[src/rtl/slot_ser_pkg.sv]
package slot_ser_pkg;

  localparam int SRC_W = 3;
  localparam int WID_W = 4;
  localparam int LEN_W = 6;

  typedef enum logic [1:0] {
    ST_IDLE = 2'd0,
    ST_WAIT = 2'd1,
    ST_RUN  = 2'd2,
    ST_TAIL = 2'd3
  } seq_state_e;

  typedef enum logic [1:0] {
    SP_EARLY = 2'd0,
    SP_ALIGN = 2'd1,
    SP_LATE  = 2'd2,
    SP_RSVD  = 2'd3
  } sync_pos_e;

  // one element of the internal stream, before sync placement
  typedef struct packed {
    logic valid;
    logic dbit;
    logic first;
    logic last;
  } tick_t;

  // width code to slot length in clocks, 0 means disabled
  function automatic logic [LEN_W-1:0] slot_len(input logic [WID_W-1:0] code);
    logic [LEN_W-1:0] n;
    case (code)
      4'd1:    n = LEN_W'(4);
      4'd2:    n = LEN_W'(6);
      4'd3:    n = LEN_W'(8);
      4'd4:    n = LEN_W'(10);
      4'd5:    n = LEN_W'(12);
      4'd6:    n = LEN_W'(16);
      4'd7:    n = LEN_W'(20);
      4'd8:    n = LEN_W'(24);
      4'd9:    n = LEN_W'(32);
      default: n = '0;
    endcase
    return n;
  endfunction

endpackage

[src/rtl/slot_src_mux.sv]
module slot_src_mux
  import slot_ser_pkg::*;
#(
  parameter int SAMPLE_W = 24
) (
  input  logic                              clk,
  input  logic                              rst,
  input  logic                              load,
  input  logic [(1<<SRC_W)*SAMPLE_W-1:0]    src_flat,
  input  logic [SRC_W-1:0]                  sel,
  input  logic [LEN_W-1:0]                  bit_idx,
  output logic                              dbit
);

  localparam int NSRC = 1 << SRC_W;

  logic [SAMPLE_W-1:0] hold [NSRC];
  logic [SAMPLE_W-1:0] cur;
  logic [SAMPLE_W-1:0] shifted;

  // holding bank: every source copied on the accepted strobe
  for (genvar s = 0; s < NSRC; s++) begin : g_hold
    always_ff @(posedge clk) begin
      if (rst) begin
        hold[s] <= '0;
      end else if (load) begin
        hold[s] <= src_flat[s*SAMPLE_W +: SAMPLE_W];
      end
    end
  end

  always_comb begin
    cur     = hold[sel];
    shifted = cur << bit_idx;
    // bits past the sample width are padding zeros
    dbit    = (bit_idx < LEN_W'(SAMPLE_W)) ? shifted[SAMPLE_W-1] : 1'b0;
  end

endmodule

[src/rtl/slot_frame_seq.sv]
module slot_frame_seq
  import slot_ser_pkg::*;
#(
  parameter int NSLOT = 7,
  parameter int DLY_W = 12
) (
  input  logic                      clk,
  input  logic                      rst,
  input  logic                      strobe,
  input  logic [NSLOT*WID_W-1:0]    slot_wid,
  input  logic [NSLOT-1:0]          slot_sync_en,
  input  logic [1:0]                sync_pos,
  input  logic [DLY_W-1:0]          start_dly,
  output logic                      load,
  output logic [$clog2(NSLOT)-1:0]  cur_slot,
  output logic [LEN_W-1:0]          cur_bit,
  output logic                      run_on,
  output logic                      slot_on,
  output logic                      sync_first,
  output logic                      sync_last,
  output logic                      busy,
  output logic                      overrun
);

  localparam int SLOT_W = $clog2(NSLOT);

  seq_state_e        state_q;
  logic [DLY_W-1:0]  dcnt_q;
  logic [SLOT_W-1:0] slot_q;
  logic [LEN_W-1:0]  bit_q;
  logic              tail_q;

  logic [LEN_W-1:0]  len_a [NSLOT];
  logic [NSLOT-1:0]  act;
  logic [NSLOT-1:0]  more;
  logic [LEN_W-1:0]  cur_len;
  logic              slot_end;
  logic              tail_len;

  for (genvar k = 0; k < NSLOT; k++) begin : g_slot
    assign len_a[k] = slot_len(slot_wid[k*WID_W +: WID_W]);
    assign act[k]   = (len_a[k] != '0);
    if (k == NSLOT-1) begin : g_last
      assign more[k] = 1'b0;
    end else begin : g_mid
      assign more[k] = |act[NSLOT-1:k+1];
    end
  end

  always_comb begin
    // a disabled slot in the middle of a frame is a one-clock placeholder
    cur_len  = act[slot_q] ? len_a[slot_q] : LEN_W'(1);
    slot_end = (bit_q == cur_len - 1'b1);
    tail_len = (sync_pos == SP_EARLY) || (sync_pos == SP_LATE);
  end

  always_ff @(posedge clk) begin
    if (rst) begin
      state_q <= ST_IDLE;
      dcnt_q  <= '0;
      slot_q  <= '0;
      bit_q   <= '0;
      tail_q  <= 1'b0;
      overrun <= 1'b0;
    end else begin
      if (strobe && (state_q != ST_IDLE)) begin
        overrun <= 1'b1;
      end
      unique case (state_q)
        ST_IDLE: begin
          if (strobe) begin
            state_q <= ST_WAIT;
            dcnt_q  <= start_dly;
          end
        end
        ST_WAIT: begin
          if (dcnt_q == '0) begin
            slot_q  <= '0;
            bit_q   <= '0;
            tail_q  <= tail_len;
            state_q <= (|act) ? ST_RUN : ST_TAIL;
          end else begin
            dcnt_q <= dcnt_q - 1'b1;
          end
        end
        ST_RUN: begin
          if (slot_end) begin
            bit_q <= '0;
            if (more[slot_q]) begin
              slot_q <= slot_q + 1'b1;
            end else begin
              state_q <= ST_TAIL;
              tail_q  <= tail_len;
            end
          end else begin
            bit_q <= bit_q + 1'b1;
          end
        end
        ST_TAIL: begin
          if (tail_q) begin
            tail_q <= 1'b0;
          end else begin
            state_q <= ST_IDLE;
          end
        end
        default: state_q <= ST_IDLE;
      endcase
    end
  end

  always_comb begin
    load       = (state_q == ST_IDLE) && strobe;
    busy       = (state_q != ST_IDLE);
    run_on     = (state_q == ST_RUN);
    slot_on    = run_on && act[slot_q];
    sync_first = slot_on && slot_sync_en[slot_q] && (bit_q == '0);
    sync_last  = slot_on && slot_sync_en[slot_q] && slot_end;
    cur_slot   = slot_q;
    cur_bit    = bit_q;
  end

  // the delay counter keeps the frame waiting while it is non-zero
  p_wait_holds_r5: assert property (@(posedge clk) disable iff (rst)
    (state_q == ST_WAIT && dcnt_q != '0) |=> (state_q == ST_WAIT));

  // overrun never clears outside reset
  p_overrun_sticky_r10: assert property (@(posedge clk) disable iff (rst)
    overrun |=> overrun);

  // a strobe during a frame must raise overrun
  p_busy_strobe_r10: assert property (@(posedge clk) disable iff (rst)
    (state_q != ST_IDLE && strobe) |=> overrun);

  // the bit counter stays inside the current slot
  p_bit_bound_r1: assert property (@(posedge clk) disable iff (rst)
    (state_q == ST_RUN) |-> (bit_q < cur_len));

  // slots advance by one at a time, never back
  p_slot_step_r4: assert property (@(posedge clk) disable iff (rst)
    (state_q == ST_RUN && $past(state_q) == ST_RUN) |->
      (slot_q == $past(slot_q) || slot_q == $past(slot_q) + 1'b1));

endmodule

[src/rtl/slot_out_stage.sv]
module slot_out_stage
  import slot_ser_pkg::*;
(
  input  logic        clk,
  input  logic        rst,
  input  tick_t       tk,
  input  logic [1:0]  sync_pos,
  input  logic        sync_inv,
  input  logic        route_en,
  output logic        sdata,
  output logic        sync
);

  logic dly_v;
  logic dly_d;
  logic dly_last;
  logic raw_d;
  logic raw_s;

  // early: data lags sync by a clock; late: sync lags the last bit by a clock
  always_comb begin
    unique case (sync_pos)
      SP_EARLY: begin raw_d = dly_d;   raw_s = tk.first; end
      SP_LATE:  begin raw_d = tk.dbit; raw_s = dly_last; end
      default:  begin raw_d = tk.dbit; raw_s = tk.first; end
    endcase
  end

  always_ff @(posedge clk) begin
    if (rst) begin
      dly_v    <= 1'b0;
      dly_d    <= 1'b0;
      dly_last <= 1'b0;
      sdata    <= 1'b0;
      sync     <= sync_inv;
    end else begin
      dly_v    <= tk.valid;
      dly_d    <= tk.valid & tk.dbit;
      dly_last <= tk.valid & tk.last;
      sdata    <= route_en & raw_d;
      sync     <= sync_inv ^ (route_en & raw_s);
    end
  end

  // a closed routing gate leaves both lines quiet
  p_mask_quiet_r8: assert property (@(posedge clk) disable iff (rst)
    !$past(route_en) |-> (!sdata && (sync == $past(sync_inv))));

  // no stream element now or a clock ago means a quiet data line
  p_idle_zero_r11: assert property (@(posedge clk) disable iff (rst)
    (!$past(tk.valid) && !$past(dly_v)) |-> !sdata);

endmodule

[src/rtl/slot_serializer.sv]
module slot_serializer
  import slot_ser_pkg::*;
#(
  parameter int SAMPLE_W = 24,
  parameter int NSLOT    = 7,
  parameter int DLY_W    = 12
) (
  input  logic                    clk,
  input  logic                    rst,
  input  logic                    strobe,
  input  logic [SAMPLE_W-1:0]     smp_i1,
  input  logic [SAMPLE_W-1:0]     smp_q1,
  input  logic [SAMPLE_W-1:0]     smp_i2,
  input  logic [SAMPLE_W-1:0]     smp_q2,
  input  logic [SAMPLE_W-1:0]     smp_mag,
  input  logic [SAMPLE_W-1:0]     smp_phs,
  input  logic [SAMPLE_W-1:0]     smp_gain,
  input  logic [NSLOT*SRC_W-1:0]  slot_src,
  input  logic [NSLOT*WID_W-1:0]  slot_wid,
  input  logic [NSLOT-1:0]        slot_sync_en,
  input  logic [1:0]              sync_pos,
  input  logic                    sync_inv,
  input  logic [DLY_W-1:0]        start_dly,
  input  logic                    route_en,
  output logic                    sdata,
  output logic                    sync,
  output logic                    busy,
  output logic                    overrun
);

  localparam int SLOT_W = $clog2(NSLOT);
  localparam int NSRC   = 1 << SRC_W;

  logic [NSRC*SAMPLE_W-1:0] src_flat;
  logic [SRC_W-1:0]         src_a [NSLOT];
  logic                     load;
  logic [SLOT_W-1:0]        cur_slot;
  logic [LEN_W-1:0]         cur_bit;
  logic                     run_on;
  logic                     slot_on;
  logic                     sync_first;
  logic                     sync_last;
  logic                     mux_bit;
  tick_t                    tk;

  // source index 0 is the constant-zero source
  assign src_flat = {smp_gain, smp_phs, smp_mag, smp_q2, smp_i2, smp_q1, smp_i1,
                     {SAMPLE_W{1'b0}}};

  for (genvar k = 0; k < NSLOT; k++) begin : g_src
    assign src_a[k] = slot_src[k*SRC_W +: SRC_W];
  end

  slot_frame_seq #(
    .NSLOT (NSLOT),
    .DLY_W (DLY_W)
  ) u_seq (
    .clk          (clk),
    .rst          (rst),
    .strobe       (strobe),
    .slot_wid     (slot_wid),
    .slot_sync_en (slot_sync_en),
    .sync_pos     (sync_pos),
    .start_dly    (start_dly),
    .load         (load),
    .cur_slot     (cur_slot),
    .cur_bit      (cur_bit),
    .run_on       (run_on),
    .slot_on      (slot_on),
    .sync_first   (sync_first),
    .sync_last    (sync_last),
    .busy         (busy),
    .overrun      (overrun)
  );

  slot_src_mux #(
    .SAMPLE_W (SAMPLE_W)
  ) u_mux (
    .clk      (clk),
    .rst      (rst),
    .load     (load),
    .src_flat (src_flat),
    .sel      (src_a[cur_slot]),
    .bit_idx  (cur_bit),
    .dbit     (mux_bit)
  );

  always_comb begin
    tk.valid = run_on;
    tk.dbit  = slot_on & mux_bit;
    tk.first = sync_first;
    tk.last  = sync_last;
  end

  slot_out_stage u_out (
    .clk      (clk),
    .rst      (rst),
    .tk       (tk),
    .sync_pos (sync_pos),
    .sync_inv (sync_inv),
    .route_en (route_en),
    .sdata    (sdata),
    .sync     (sync)
  );

endmodule

[config.mk]
export PLATFORM = sky130hd
export DESIGN_NAME = slot_serializer
export DESIGN_NICKNAME = d
export VERILOG_FILES = /design/src/rtl/slot_ser_pkg.sv /design/src/rtl/slot_src_mux.sv /design/src/rtl/slot_frame_seq.sv /design/src/rtl/slot_out_stage.sv /design/src/rtl/slot_serializer.sv
export SDC_FILE = /design/constraint.sdc
export NUM_CORES = 1
export LEC_CHECK = 0
export ABC_AREA = 1
export BUFFER_PORTS_ARGS = -buffer_cell sky130_fd_sc_hd__buf_2
export CELL_PAD_IN_SITES_DETAIL_PLACEMENT = 1
export CELL_PAD_IN_SITES_GLOBAL_PLACEMENT = 2
export CORE_ASPECT_RATIO = 1.75
export CORE_MARGIN = 1
export CORE_UTILIZATION = 31
export DETAILED_ROUTE_END_ITERATION = 10
export PLACE_DENSITY_LB_ADDON = 0.1
export SYNTH_ARGS = -nofsm -noshare
export SYNTH_HDL_FRONTEND = slang
export SYNTH_SLANG_ARGS = --single-unit
[constraint.sdc]
create_clock -name clk -period 6.5 [get_ports clk]
set_clock_uncertainty 0.2 [all_clocks]
set_input_delay 0.325 -clock clk [delete_from_list [all_inputs] [get_ports clk]]
set_output_delay 0.325 -clock clk [all_outputs]
set_load 0.01 [all_outputs]
==> flow_summary.yaml, run 1 <==
worst_setup_path:
  cp_max_fo: 43
  worst_r2r_endpoint: "u_out.sdata"
  rr_startpoint: "u_seq.cur_slot[1]"
  path_common_cell: "nand3_1"
  worstPathCellList: "inv_2, nor2_2, nand2_1, nand3_1, nand2_2, nand2_4, inv_2, nor2_8, nand2_1, nand3_1, nand3_1, nand3_1, nand3_1, nand2_1, nand2_1, nand2_1, nand3_1, a21oi_1"
  slowest_stage: "dfxtp_1"
  cpPeakStageDelay_ns: 0.60
  crit_buf_inv: 2
  reg2reg_slack_ns: 2.38
  ff2ff_path_depth: 18
  worstSetupPathType: "reg2reg"
  cp_data_arrival_time_ns: 4.32
  critPathTopFamily: "simple AND/OR/NAND/NOR gates"
  endpoint_kind: "flip-flop"
  cp-start-kind: "flip-flop"
  worstPathRequired_ns: 6.70
global_routing:
  grt_use_total_pct: 21.4
  gr-total-overflow: 0
  grt_pass1_vias: 12000
  antenna_found_initial: 0
  grt_pass1_wl_mm: 63.3
  grt_max_degree: 86
timing:
  hold_ws_ns: 0.00899
  finalSetupViolCount: 0
  period_needed_ns: 4.12
  maxSlewViolCount: 0
  rsz0062_at_grt: "false"
  relSlewSlack_pct: 25.2
  worst_pin_slew_ns: 1.12
  post-route-period-util_pct: 63.3
  setup_ws_ns: 2.38
  fmax_mhz: 243
  hold_violations: 0
  fin_tns_setup_ns: 0
cts:
  ctsResizeCount: 0
  clock-sinks: 197
  clk_pin_slew_ns: 0.08
  cts_max_level: 4
  cts_tree: "done"
  numCtsBuffers: 17
  cts-root-buf: "clkbuf_16"
  cts_buffer_depth: 2
  insertion_delay_ns: 0.47
drt:
  dr_total_vias: 11300
  drt_iter0_drc: 365
  drt_wl_total_mm: 41.0
  drtPass1Iterations: 4
  viasPerCell: 4.66
  postRouteAntennaNets: 0
  route.detailed.drc: 0
  routedWlPerCell_um: 16.8
layout:
  finalNonFillerCells: 2435
  nNetsFinal: 2221
  final_cell_area_um2: 15500
  drive_gt1_share_pct: 16.2
  postLayoutCoreUtil_pct: 41.2
  antenna_cells: 0
  syn2layout_area_growth_pct: 30.7
floorplan:
  dieArea_um2: 39100
  ios: 247
  die_h_um: 261
  coreArea_um2: 37600
  floorplan.rows: 94
  start_util_pct: 31.6
  die_w_um: 150
yosys:
  syn_area_um2: 11900
  syn_nets: 1870
  post-synth-top-area-cell: "edfxtp_1"
  ys.flop_type: "edfxtp_1"
  syn_area_per_cell_um2: 7.46
  ys_warn_count: 0
  ys_seq_area_share_pct: 47.4
  yosys-top-cells-area: "edfxtp_1, nand2_1, nor2_1, inv_1, nand3_1"
  synth_cell_types: 45
  synthArstFlopShare_pct: 0
  yosysMostFrequentCell: "nand2_1"
  synth_common_cells: "nand2_1, nor2_1, inv_1"
  synth_edf_count: 168
  synth.ff_latch_count: 197
  yosysTopAreaCellShare_pct: 42.5
  netlist_instances: 1591
placement:
  finalWeightedCongestion: 0.816
  portBuffers: 246
  place_area_um2: 13500
  post-place-ws_ns: 2.36
  hpwl_mm: 30.4
  dp_cells: 2259
pwr:
  seq_power_share_pct: 33.6
  switching_power_mw: 2.51
  total_power_mw: 5.55
  power_frac_comb_pct: 46.6
  p_clk_share_pct: 19.7
  p_int_mw: 3.04
  powerDensity_nw_per_um2: 357
  ir_worst_vdd_mv: 0.231
  switching_share_pct: 45.3
  p_leak_nw: 7.70
hold_path:
  hold_depth: 3
  hold_end: "u_mux.hold[3][22]"
  min_path_type: "in2reg"
  hp-start: "smp_i2[22]"
flow_run:
  cap_violations: 0
outcome:
  status: "finished, final reports clean"
==> flip-flops by register name, summed over array words and instances, names as in the netlist, 2 cells and up <==
signal,cells
u_seq.dcnt_q,12
u_mux.hold,168
u_seq.cur_bit,6
u_seq.cur_slot,3
u_seq.state_q,2
==> worst min-delay path: stages <==
cell	delay, ns
buf_2	0.10
inv_1	0.04
nor2_1	0.08
==> cell usage in the layout (no fill, tap or decap), types with 21 or more instances in the layout <==
cell type	synthesis	routed
a21oi_1	21	21
buf_2	26	246
dfxtp_1	29	29
dlygate4sd3_1	0	144
edfxtp_1	168	168
ha_1	36	36
inv_1	266	266
nand2_1	381	380
nand3_1	188	187
nor2_1	286	286
o21ai_0	64	64
==> cell type report <==
type / instances / area, um^2
fillers: 4732 / 22100
inverters: 276 / 1040
flip-flops and latches: 197 / 5630
multi-input cells: 1053 / 4930
clock inverters: 15 / 179
clock buffers: 17 / 425
well taps: 480 / 601
repair buffers: 397 / 2730
==> cells by family (layout without fill, tap and decap cells) <==
| logic type | after synthesis | count (layout) | share of synthesized area (%) |
|---|---|---|---|
| xor gates and xnor gates | 7 | 7 | 0.516 |
| buffers and inverters | 341 | 705 | 11.3 |
| adders and majority gates | 36 | 36 | 3.79 |
| DFF | 197 | 197 | 47.4 |
| AOI/OAI and AO/OA | 112 | 112 | 5.42 |
| and+or+nand+nor | 898 | 898 | 31.6 |
==> worst max path at each step <==
stage | start | endpoint | slack, ns | depth (start not counted)
final | u_seq.cur_slot[1] | u_out.sdata | 2.38 | 18
after global routing | u_seq.cur_slot[1] | u_out.sdata | 1.98 | 18
after CTS | u_seq.cur_slot[1] | u_out.sdata | 2.31 | 18
after detailed placement | u_seq.cur_slot[1] | u_out.sdata | 2.36 | 18
after global placement | u_seq.cur_slot[0] | u_out.sdata | 2.38 | 19
after floorplan | rst | u_mux.hold[1][0] | 1.47 | 3
==> routing by layer <==
layer / track usage (%) / share of wire (%)
met4: 8.81 / 3.3
met2: 42.5 / 57
met5: 0 / 0
met1: 21.9 / 37
met3: 2.86 / 2.6
==> timing repair <==
action,4_1_cts,5_1_grt
hold endpoints to repair,142,1
setup buffers,0,0
hold buffers,143,1
==> power groups by stage <==
stage,Sequential [mW],Combinational [mW],Clock (mW)
final,1.87,2.59,1.09
after global routing,1.90,2.95,1.15
after detailed placement,1.90,2.59,0
after floorplan,1.86,1.83,0
after CTS,1.87,2.66,1.12
after global placement,1.89,2.56,0
Power figures use the tool's default switching activity.
==> run 2, diff against run 1 <==
--- a/config.mk
+++ b/config.mk
@@ -5,13 +5,13 @@
 export SDC_FILE = /design/constraint.sdc
 export NUM_CORES = 1
 export LEC_CHECK = 0
-export ABC_AREA = 1
+export ABC_AREA = 0
 export BUFFER_PORTS_ARGS = -buffer_cell sky130_fd_sc_hd__buf_2
 export CELL_PAD_IN_SITES_DETAIL_PLACEMENT = 1
 export CELL_PAD_IN_SITES_GLOBAL_PLACEMENT = 2
 export CORE_ASPECT_RATIO = 1.75
 export CORE_MARGIN = 1
-export CORE_UTILIZATION = 31
+export CORE_UTILIZATION = 35
 export DETAILED_ROUTE_END_ITERATION = 10
 export PLACE_DENSITY_LB_ADDON = 0.1
 export SYNTH_ARGS = -nofsm -noshare
==> constraint.sdc (replaced) <==
create_clock -name clk -period 4.2 [get_ports clk]
set_clock_uncertainty 0.2 [all_clocks]
set_input_delay 0.21 -clock clk [delete_from_list [all_inputs] [get_ports clk]]
set_output_delay 0.21 -clock clk [all_outputs]
set_load 0.01 [all_outputs]
==> flow_summary.yaml, run 2 <==
outcome:
  status: "finished with violations"
  violations: "design-rule violations"
drt:
  drt_wl_total_mm: 38.9
  drtPass1Iterations: 9
  dr_total_vias: 9925
  viasPerCell: 5.26
  postRouteAntennaNets: 0
  route.detailed.drc: 3
  drt_iter0_drc: 338
  routedWlPerCell_um: 20.6
layout:
  drive_gt1_share_pct: 24.2
  largest-register: "u_mux.hold"
  largest_register_ff_count: 168
  nNetsFinal: 1755
  mostFrequentLayoutCells: "buf_2, dlygate4sd3_1, and2_1, edfxtp_1, mux2i_1"
  final_common_cell: "buf_2"
  antenna_cells: 0
  syn2layout_area_growth_pct: 36.1
  postLayoutCoreUtil_pct: 48.5
pwr:
  ir_worst_vdd_mv: 0.312
  powerDensity_nw_per_um2: 483
  total_power_mw: 7.57
  p_leak_nw: 6.53
placement:
  finalWeightedCongestion: 0.832
  portBuffers: 246
  hpwl_mm: 27.2
worst_setup_path:
  cp_data_arrival_time_ns: 4.01
  worstPathRequired_ns: 4.37
  endpoint_kind: "flip-flop"
  cp_max_fo: 17
  cp-start-kind: "flip-flop"
  worstSetupPathType: "reg2reg"
timing:
  rsz0062_at_grt: "false"
  hold_violations: 0
  relSlewSlack_pct: 32.3
  period_needed_ns: 3.85
  finalSetupViolCount: 0
  fmax_mhz: 260
  post-route-period-util_pct: 91.6
  worst_pin_slew_ns: 1.01
  maxSlewViolCount: 0
  fin_tns_setup_ns: 0
cts:
  clk_pin_slew_ns: 0.07
  cts_max_level: 4
  ctsResizeCount: 0
  numCtsBuffers: 17
  post_cts_buffers: 0
  cts-root-buf: "clkbuf_16"
  cts_tree: "done"
  insertion_delay_ns: 0.45
  clock-sinks: 197
  cts_buffer_depth: 2
global_routing:
  grt_max_degree: 82
  gr-total-overflow: 0
  grt_use_total_pct: 23.3
  grt_pass1_vias: 10800
  grt_pass1_wl_mm: 59.2
  antenna_found_initial: 0
yosys:
  ys_warn_count: 0
  syn_area_per_cell_um2: 10.8
  ys_seq_area_share_pct: 48.8
  syn_area_um2: 11500
  yosys-top-cells-area: "edfxtp_1, and2_1, mux2i_1, dfxtp_1, ha_1"
  synth_edf_count: 168
  yosysMostFrequentCell: "and2_1"
  synth.ff_latch_count: 197
  synthArstFlopShare_pct: 0
  ys.flop_type: "edfxtp_1"
  syn_nets: 1348
  yosysTopAreaCellShare_pct: 43.8
  synth_cell_types: 79
  synth_common_cells: "and2_1, edfxtp_1, mux2i_1"
  netlist_instances: 1069
  post-synth-top-area-cell: "edfxtp_1"
floorplan:
  start_util_pct: 35.6
  dieArea_um2: 33700
  die_w_um: 139
  ios: 247
  die_h_um: 242
  coreArea_um2: 32300
  floorplan.rows: 87
hold_path:
  min_path_type: "in2reg"
flow_run:
  cap_violations: 0
run 2: critical path: stages (launching register included):
cell and delay, ns:
dfxtp_1 0.60, buf_4 0.25, mux2i_1 0.21, a22o_1 0.23, or2_4 0.35, mux2i_1 0.14
mux2_2 0.28, a2111oi_0 0.38, nor3_1 0.18, o41ai_2 0.44, o2111ai_1 0.25, o31ai_2 0.25
run 2: cells by family after synthesis:
logic type                 synth area share, %
AOI/OAI and AO/OA                         12.2
and+or+nand+nor                           19.8
adders and majority gates                 3.91
xor gates and xnor gates                 0.760
muxes                                     10.4
DFF                                       48.8
buffers and inverters                     4.15
run 2: stage by stage:
| stage | hold WS (ns) | cells | cell area [um^2] | setup WS, ns |
|---|---|---|---|---|
| after floorplan | 0.107 | 1069 | 11500 | 0.857 |
| after global placement | 0.203 | 1672 | 13200 | 0.413 |
| after detailed placement | 0.207 | 1672 | 13200 | 0.370 |
| after CTS | 0.00350 | 1888 | 15700 | 0.337 |
| after global routing | 0.0471 | 1888 | 15700 | 0.0531 |
| final | 0.00948 | 1888 | 15700 | 0.353 |
run 2: final timing paths:
path / slack, ns / endpoint / depth (start not counted) / from
worst max-delay path: 0.35 / u_out.sdata / 11 / u_seq.cur_slot[0]
worst min-delay path: 0.009 / u_seq.dcnt_q[2] / 5 / start_dly[2]
worst max register to register: 0.35 / u_out.sdata / 11 / u_seq.cur_slot[0]
worst min register to register: 0.27 / u_seq.overrun / 2 / u_seq.overrun
run 2: repair_timing:
action                     in CTS  in global routing
hold buffers                  185                  0
setup endpoints to repair       0                  0
hold endpoints to repair      183                  0
run 2: final cells by class:
type,count,area (um^2)
clock buffer,19,433
sequential,197,5630
fill,3546,16700
clock inverter,12,155
timing repair buffer,463,3370
tap,400,500
inverter,37,139
multi-input combinational,760,5450
run 2: layer usage:
layer  up-vias  global-route usage, %  wire, um
met4         0                   11.7      1550
met2       214                   47.5     22700
met3        66                   2.15       784
li1       4746                      -         -
met1      4899                   22.7     13900
met5         -                      0         0
run 2: power breakdown:
part	internal, mW	switching, mW
logic	1.23	1.76
registers	2.73	0.201
clock network	0.934	0.732
total	4.89	2.69
